==> src/rtl/txr_pkg.sv <==
package txr_pkg;
    typedef enum logic [3:0] {
        S_IDLE, S_DESC_REQ, S_DESC_W0, S_DESC_W1, S_CHECK,
        S_BUF_REQ, S_STREAM, S_WB_REQ, S_WB_ACK, S_ERROR
    } txr_state_e;

    localparam int TYPE_LSB = 0;
    localparam int TYPE_W = 4;
    localparam int EOP_BIT = 4;
    localparam int SIZE_LSB = 34;
    localparam logic [TYPE_W-1:0] TYPE_DATA = 4'h0;
    localparam logic [TYPE_W-1:0] TYPE_DONE = 4'hF;
    localparam int DESC_BYTES = 16;
    localparam int BEAT_BYTES = 8;
    localparam int HWB_BYTES = 4;
endpackage

==> src/rtl/txr_desc_decode.sv <==
module txr_desc_decode
    import txr_pkg::*;
#(
    parameter int SIZE_W = 14
) (
    input  logic [63:0]       word1,
    output logic              is_data,
    output logic              has_eop,
    output logic [SIZE_W-1:0] buf_size
);
    assign is_data  = (word1[TYPE_LSB +: TYPE_W] == TYPE_DATA);
    assign has_eop  = word1[EOP_BIT];
    assign buf_size = word1[SIZE_LSB +: SIZE_W];
endmodule

==> src/rtl/txr_idx_next.sv <==
module txr_idx_next #(
    parameter int IDX_W = 8
) (
    input  logic [IDX_W-1:0] idx,
    input  logic [IDX_W-1:0] ring_len,
    output logic [IDX_W-1:0] nxt
);
    logic [IDX_W:0] inc;
    assign inc = {1'b0, idx} + 1'b1;
    assign nxt = (inc == {1'b0, ring_len}) ? '0 : inc[IDX_W-1:0];
endmodule

==> src/rtl/txr_beat_track.sv <==
module txr_beat_track #(
    parameter int LEN_W = 14,
    parameter int BEAT_BYTES = 8
) (
    input  logic                  clk,
    input  logic                  rst_n,
    input  logic                  load,
    input  logic [LEN_W-1:0]      len,
    input  logic                  beat,
    output logic [BEAT_BYTES-1:0] keep,
    output logic                  last
);
    localparam logic [LEN_W-1:0] STEP = LEN_W'(BEAT_BYTES);
    logic [LEN_W-1:0] rem_q;

    always_ff @(posedge clk or negedge rst_n) begin
        if (!rst_n)
            rem_q <= '0;
        else if (load)
            rem_q <= len;
        else if (beat)
            rem_q <= (rem_q > STEP) ? rem_q - STEP : '0;
    end

    assign last = (rem_q <= STEP);

    for (genvar i = 0; i < BEAT_BYTES; i++) begin : g_keep
        assign keep[i] = (rem_q > LEN_W'(i));
    end

    // a transmitted beat always has bytes left to carry
    a_r5_beat_has_bytes: assert property (@(posedge clk) disable iff (!rst_n)
        beat |-> rem_q != '0);
endmodule

==> src/rtl/txring_engine.sv <==
module txring_engine
    import txr_pkg::*;
#(
    parameter int ADDR_W = 48,
    parameter int IDX_W  = 8,
    parameter int SIZE_W = 14
) (
    input  logic              clk,
    input  logic              rst_n,
    input  logic              cfg_enable,
    input  logic [ADDR_W-1:0] cfg_ring_base,
    input  logic [IDX_W-1:0]  cfg_ring_len,
    input  logic              cfg_hwb_en,
    input  logic [ADDR_W-1:0] cfg_hwb_addr,
    input  logic              tail_wr,
    input  logic [IDX_W-1:0]  tail_val,
    output logic [IDX_W-1:0]  head_idx,
    output logic              dma_req_valid,
    input  logic              dma_req_ready,
    output logic              dma_req_write,
    output logic [ADDR_W-1:0] dma_req_addr,
    output logic [15:0]       dma_req_len,
    output logic [127:0]      dma_req_wdata,
    input  logic              dma_rd_valid,
    output logic              dma_rd_ready,
    input  logic [63:0]       dma_rd_data,
    input  logic              dma_wack_valid,
    output logic              tx_valid,
    input  logic              tx_ready,
    output logic [63:0]       tx_data,
    output logic [7:0]        tx_keep,
    output logic              tx_last,
    output logic              irq,
    output logic              err
);
    localparam int SLOT_SHIFT = $clog2(DESC_BYTES);

    txr_state_e state_q, state_d;
    logic [IDX_W-1:0]  head_q, tail_q, cur_idx_q, nxt_idx;
    logic [ADDR_W-1:0] desc_addr_q, buf_addr_q;
    logic [63:0]       word1_q;
    logic              is_data, has_eop, irq_q;
    logic [SIZE_W-1:0] buf_size;
    logic              beat_go, beat_last;
    logic [7:0]        beat_keep;

    txr_desc_decode #(.SIZE_W(SIZE_W)) u_dec (
        .word1(word1_q), .is_data(is_data), .has_eop(has_eop), .buf_size(buf_size));

    txr_idx_next #(.IDX_W(IDX_W)) u_nxt (
        .idx(cur_idx_q), .ring_len(cfg_ring_len), .nxt(nxt_idx));

    txr_beat_track #(.LEN_W(SIZE_W), .BEAT_BYTES(BEAT_BYTES)) u_trk (
        .clk(clk), .rst_n(rst_n), .load(state_q == S_CHECK), .len(buf_size),
        .beat(beat_go), .keep(beat_keep), .last(beat_last));

    assign beat_go = (state_q == S_STREAM) && dma_rd_valid && tx_ready;

    // next-state logic
    always_comb begin
        state_d = state_q;
        unique case (state_q)
            S_IDLE:     if (cfg_enable && head_q != tail_q) state_d = S_DESC_REQ;
            S_DESC_REQ: if (dma_req_ready) state_d = S_DESC_W0;
            S_DESC_W0:  if (dma_rd_valid) state_d = S_DESC_W1;
            S_DESC_W1:  if (dma_rd_valid) state_d = S_CHECK;
            S_CHECK: begin
                if (!is_data || !has_eop) state_d = S_ERROR;
                else if (buf_size == '0) state_d = S_WB_REQ;
                else state_d = S_BUF_REQ;
            end
            S_BUF_REQ:  if (dma_req_ready) state_d = S_STREAM;
            S_STREAM:   if (beat_go && beat_last) state_d = S_WB_REQ;
            S_WB_REQ:   if (dma_req_ready) state_d = S_WB_ACK;
            S_WB_ACK:   if (dma_wack_valid) state_d = S_IDLE;
            S_ERROR:    if (!cfg_enable) state_d = S_IDLE;
            default:    state_d = S_IDLE;
        endcase
    end

    // state register
    always_ff @(posedge clk or negedge rst_n) begin
        if (!rst_n) state_q <= S_IDLE;
        else        state_q <= state_d;
    end

    // datapath registers
    always_ff @(posedge clk or negedge rst_n) begin
        if (!rst_n) begin
            head_q      <= '0;
            tail_q      <= '0;
            cur_idx_q   <= '0;
            desc_addr_q <= '0;
            buf_addr_q  <= '0;
            word1_q     <= '0;
            irq_q       <= 1'b0;
        end else begin
            irq_q <= 1'b0;
            if (tail_wr) tail_q <= tail_val;
            if (state_q == S_IDLE) begin
                cur_idx_q   <= head_q;
                desc_addr_q <= cfg_ring_base + ADDR_W'({head_q, {SLOT_SHIFT{1'b0}}});
            end
            if (state_q == S_DESC_W0 && dma_rd_valid) buf_addr_q <= dma_rd_data[ADDR_W-1:0];
            if (state_q == S_DESC_W1 && dma_rd_valid) word1_q <= dma_rd_data;
            if (state_q == S_WB_ACK && dma_wack_valid && cfg_enable) begin
                head_q <= nxt_idx;
                irq_q  <= 1'b1;
            end
        end
    end

    // outputs
    always_comb begin
        dma_req_valid = 1'b0;
        dma_req_write = 1'b0;
        dma_req_addr  = desc_addr_q;
        dma_req_len   = 16'(DESC_BYTES);
        dma_req_wdata = '0;
        dma_rd_ready  = 1'b0;
        tx_valid      = 1'b0;
        unique case (state_q)
            S_DESC_REQ: dma_req_valid = 1'b1;
            S_DESC_W0, S_DESC_W1: dma_rd_ready = 1'b1;
            S_BUF_REQ: begin
                dma_req_valid = 1'b1;
                dma_req_addr  = buf_addr_q;
                dma_req_len   = 16'(buf_size);
            end
            S_STREAM: begin
                dma_rd_ready = tx_ready;
                tx_valid     = dma_rd_valid;
            end
            S_WB_REQ: begin
                dma_req_valid = 1'b1;
                dma_req_write = 1'b1;
                if (cfg_hwb_en) begin
                    dma_req_addr  = cfg_hwb_addr;
                    dma_req_len   = 16'(HWB_BYTES);
                    dma_req_wdata = 128'(nxt_idx);
                end else begin
                    dma_req_wdata = {64'(TYPE_DONE) << TYPE_LSB, 64'h0};
                end
            end
            default: ;
        endcase
    end

    assign tx_data  = dma_rd_data;
    assign tx_keep  = beat_keep;
    assign tx_last  = beat_last;
    assign head_idx = head_q;
    assign irq      = irq_q;
    assign err      = (state_q == S_ERROR);

    // head moves only in the cycle after a write acknowledge
    a_r8_head_after_ack: assert property (@(posedge clk) disable iff (!rst_n)
        (head_q != $past(head_q)) |-> $past(dma_wack_valid));
    // interrupt only follows an acknowledge seen while enabled
    a_r10_irq_needs_enable: assert property (@(posedge clk) disable iff (!rst_n)
        irq |-> $past(dma_wack_valid && cfg_enable));
    // a halted queue is silent on both ports
    a_r3_err_silent: assert property (@(posedge clk) disable iff (!rst_n)
        err |-> (!dma_req_valid && !tx_valid));
    // a pending request holds steady
    a_r2_req_hold: assert property (@(posedge clk) disable iff (!rst_n)
        (dma_req_valid && !dma_req_ready) |=>
            (dma_req_valid && $stable(dma_req_addr) && $stable(dma_req_write)));
endmodule

==> config.mk <==
export PLATFORM = sky130hd
export DESIGN_NAME = txring_engine
export DESIGN_NICKNAME = d
export VERILOG_FILES = /design/src/rtl/txr_pkg.sv /design/src/rtl/txr_desc_decode.sv /design/src/rtl/txr_idx_next.sv /design/src/rtl/txr_beat_track.sv /design/src/rtl/txring_engine.sv
export SDC_FILE = /design/constraint.sdc
export NUM_CORES = 1
export LEC_CHECK = 0
export BUFFER_PORTS_ARGS = -buffer_cell sky130_fd_sc_hd__buf_2
export CAP_MARGIN = 0
export CORE_AREA = 2 2 178 180
export CTS_BUF_LIST = sky130_fd_sc_hd__clkbuf_16
export CTS_CLUSTER_DIAMETER = 150
export DETAILED_ROUTE_END_ITERATION = 10
export DIE_AREA = 0 0 180 182
export PLACE_DENSITY = 0.71
export SLEW_MARGIN = 20
export SYNTH_ARGS = -nofsm -noshare
export SYNTH_HDL_FRONTEND = slang
export SYNTH_SLANG_ARGS = --single-unit
==> constraint.sdc <==
create_clock -name clk -period 3.65 [get_ports clk]
set_input_delay 0.73 -clock clk [delete_from_list [all_inputs] [get_ports clk]]
set_output_delay 0.73 -clock clk [all_outputs]
set_load 0.1 [all_outputs]
==> metrics <==
Boundary Pins=464; sw frac=55.6%; Mapped Cells=1232; Post-synth EDFFs=0; FF+latch count, synth=158; crit path DAT=2.75 ns; Chip Width=180 um; CP Max Fanout=35; RSZ-0062 raised after global routing=false; max_cap viols=0; Hold Buf Count CTS=0; antenna-violating nets left=0; vias in the first global route=9089; DPL Wire Length=27600 um; Buffers on Ports=313; Multi-input gate area=5750 um2; CP max-delay cell=dfrtp_4; Placement Cell Area=12700 um2; Die Y=182 um; Gates resized, CTS repair=0; clock slew at reported path FFs=0.07 ns; internal power=6110 uW; TritonCTS buffer count=17; pwr dens=1030 nW/um2; crit path kind=reg -> out; share of cells above drive strength 1=35.3%; final hold vios=0; post-layout instance area=13300 um2; Initial Utilization=34.9%; status=completed; Seq. cell area=3960 um2; GPL Wtd Cong=0.912; final worst-path cycle share=95.3%; leakage power=0.00591 uW; Post-Syn Area=10800 um2; Core Rows=65; DIE AREA=32800 um2; DR iter-0 viols=710; Mean Syn Cell Area=8.78 um2; Wirelength per Cell=19.0 um; relative slew slack=36.2%; Core Area=31000 um2; clock buffer depth=2; met2 routed WL=16300 um; Synth area leaders=dfrtp_1, buf_4, mux2_2; count leader, synth=buf_4; max layer used=met4; crit end category=output port; CP cell instances=inv_1 > nand3_2 > buf_4 > o22ai_1 > a21oi_1 > buf_12; initial antenna violation count=1; first-pass GRT wire length=53100 um; Sink Count=158; library cells used by synthesis=69; GRT overflow=0; met3 WL=2800 um; Comb power frac=62.3%; clock skew=0.00996 ns; Root Driver=clkbuf_16; share of the synthesized area in the top cell type=36.5%; Final Critical Period=3.48 ns; htree depth=4; Post-layout nets=1647; Async SR Flop Fraction=100%; Sum Neg Setup Slack=0 ns; M1 WL=15600 um; worst-margin pin slew=0.957 ns; Synth Warn #=0; CP required=2.92 ns; Main synth FF type=dfrtp_1; synthesis-to-finish area growth=23.1%; Final setup viols=0; Post-synth top cells=buf_4, nand2_1, dfrtp_1; post-CTS setup repair buffer count=0; DRC=0; post-synthesis sequential area ratio=36.5%; final-layout fill cell count=3012; clock network power share=13.1%; CP max stage delay=0.64 ns; Switch Pwr=7640 uW; CTS tree=built; Slew Viols, Final=0; Worst Setup Start Kind=flop; total global-route track usage=21.0%; via count=9392; drt via density=5.03; Seq pwr share=24.6%; largest net degree at the start of global routing=95; drt total wl=35400 um; Worst Hold Class=in -> async; Worst-Skew Late Latency=0.42 ns; fmax=288 MHz; Pre-antenna DRT Iters=5; cell taking the most area after synthesis=dfrtp_1; Max IR drop VDD=0.000459 V
==> registers in the layout, indices dropped and copies added, names as in the netlist <==
name,flops
buf_addr_q,48
desc_addr_q,48
word1_q,19
u_trk.rem_q,14
cur_idx_q,8
head_idx,8
tail_q,8
state_q,4
irq,1
==> cells by family after synthesis <==
kind of cell             Yosys count  share of synthesized area, %
buffers and inverters            270                          16.1
other                              1                        0.0346
multiplexers                      78                          8.10
XOR/XNOR                          70                          6.18
AO/OA/AOI/OAI                    267                          15.5
flip-flops                       158                          36.5
AND/OR/NAND/NOR                  376                          16.1
adder cells (fa/ha/maj)           12                          1.46
==> power by group through the flow <==
stage	combinational, uW	clock, uW	sequential (uW)
final	8560	1810	3380
after global routing	8940	1920	3480
after CTS	8580	1850	3380
after detailed placement	8570	0	3410
after global placement	8480	0	3370
after floorplan	6560	0	2990
==> worst max-delay path: cells and delay by family (launching register included) <==
family          cells  cell delay, ns
compound gates      2            0.43
buf+inv             3            0.90
flops               1            0.64
simple gates        1            0.28
==> path summary, 6_finish.rpt <==
check / to / slack (ns) / depth (start not counted) / startpoint
max: dma_req_addr[24] / 0.17 / 6 / state_q[1]$_DFFE_PN0P_
min: u_trk.rem_q[4]$_DFFE_PN0P_ / 0.27 / 1 / rst_n
max reg2reg: desc_addr_q[47]$_DFFE_PN0P_ / 1.02 / 8 / head_idx[4]$_DFFE_PN0P_
min reg2reg: desc_addr_q[44]$_DFFE_PN0P_ / 0.48 / 2 / desc_addr_q[44]$_DFFE_PN0P_
max in group asynchronous: desc_addr_q[7]$_DFFE_PN0P_ / 2.50 / 2 / rst_n
min in group clk: desc_addr_q[44]$_DFFE_PN0P_ / 0.48 / 2 / desc_addr_q[44]$_DFFE_PN0P_
==> per-stage QoR <==
stage	util, %	instances	total power [uW]	setup WS (ns)	hold WS [ns]
finish	43.0	1866	13700	0.173	0.272
global placement	41.1	1833	11800	0.651	0.471
global route	43.0	1865	14300	0.00876	0.310
detailed placement	41.1	1833	12000	0.528	0.475
floorplan	-	1349	9550	0.0620	0.434
CTS	42.9	1864	13800	0.0378	0.286
==> layer usage <==
layer / up-vias / global-route usage (%)
li1: 4390 / -
met3: 40 / 5.84
met5: - / 0
met2: 413 / 33.5
met4: 0 / 5.89
met1: 4549 / 27.9
==> area by class of cell <==
type | instances | area share, %
clock buffer | 17 | 3.19
sequential | 158 | 29.7
timing repair buffer | 332 | 18.3
antenna | 2 | 0.0376
clock inverter | 14 | 1.19
tap | 402 | 3.78
multi-input combinational | 921 | 43.2
inverter | 20 | 0.564
==> layout by cell type (no fill, tap or decap), types with 4 or more instances in the layout <==
master	instances
a211oi_2	9
a21oi_1	20
a21oi_2	41
and2_1	15
and3_1	8
buf_12	49
buf_2	266
buf_4	15
clkbuf_16	17
conb_1	118
dfrtp_1	157
ha_1	11
inv_1	20
inv_6	4
mux2_2	77
nand2_1	174
nand2b_1	6
nand3_1	14
nand4_1	17
nor2_1	82
nor3_1	17
nor4_1	6
o21ai_0	91
o21ai_1	16
o22ai_1	47
o31ai_1	8
or4_1	5
xnor2_1	47
xor2_1	19
No activity file was read; power rests on OpenSTA's default activity.
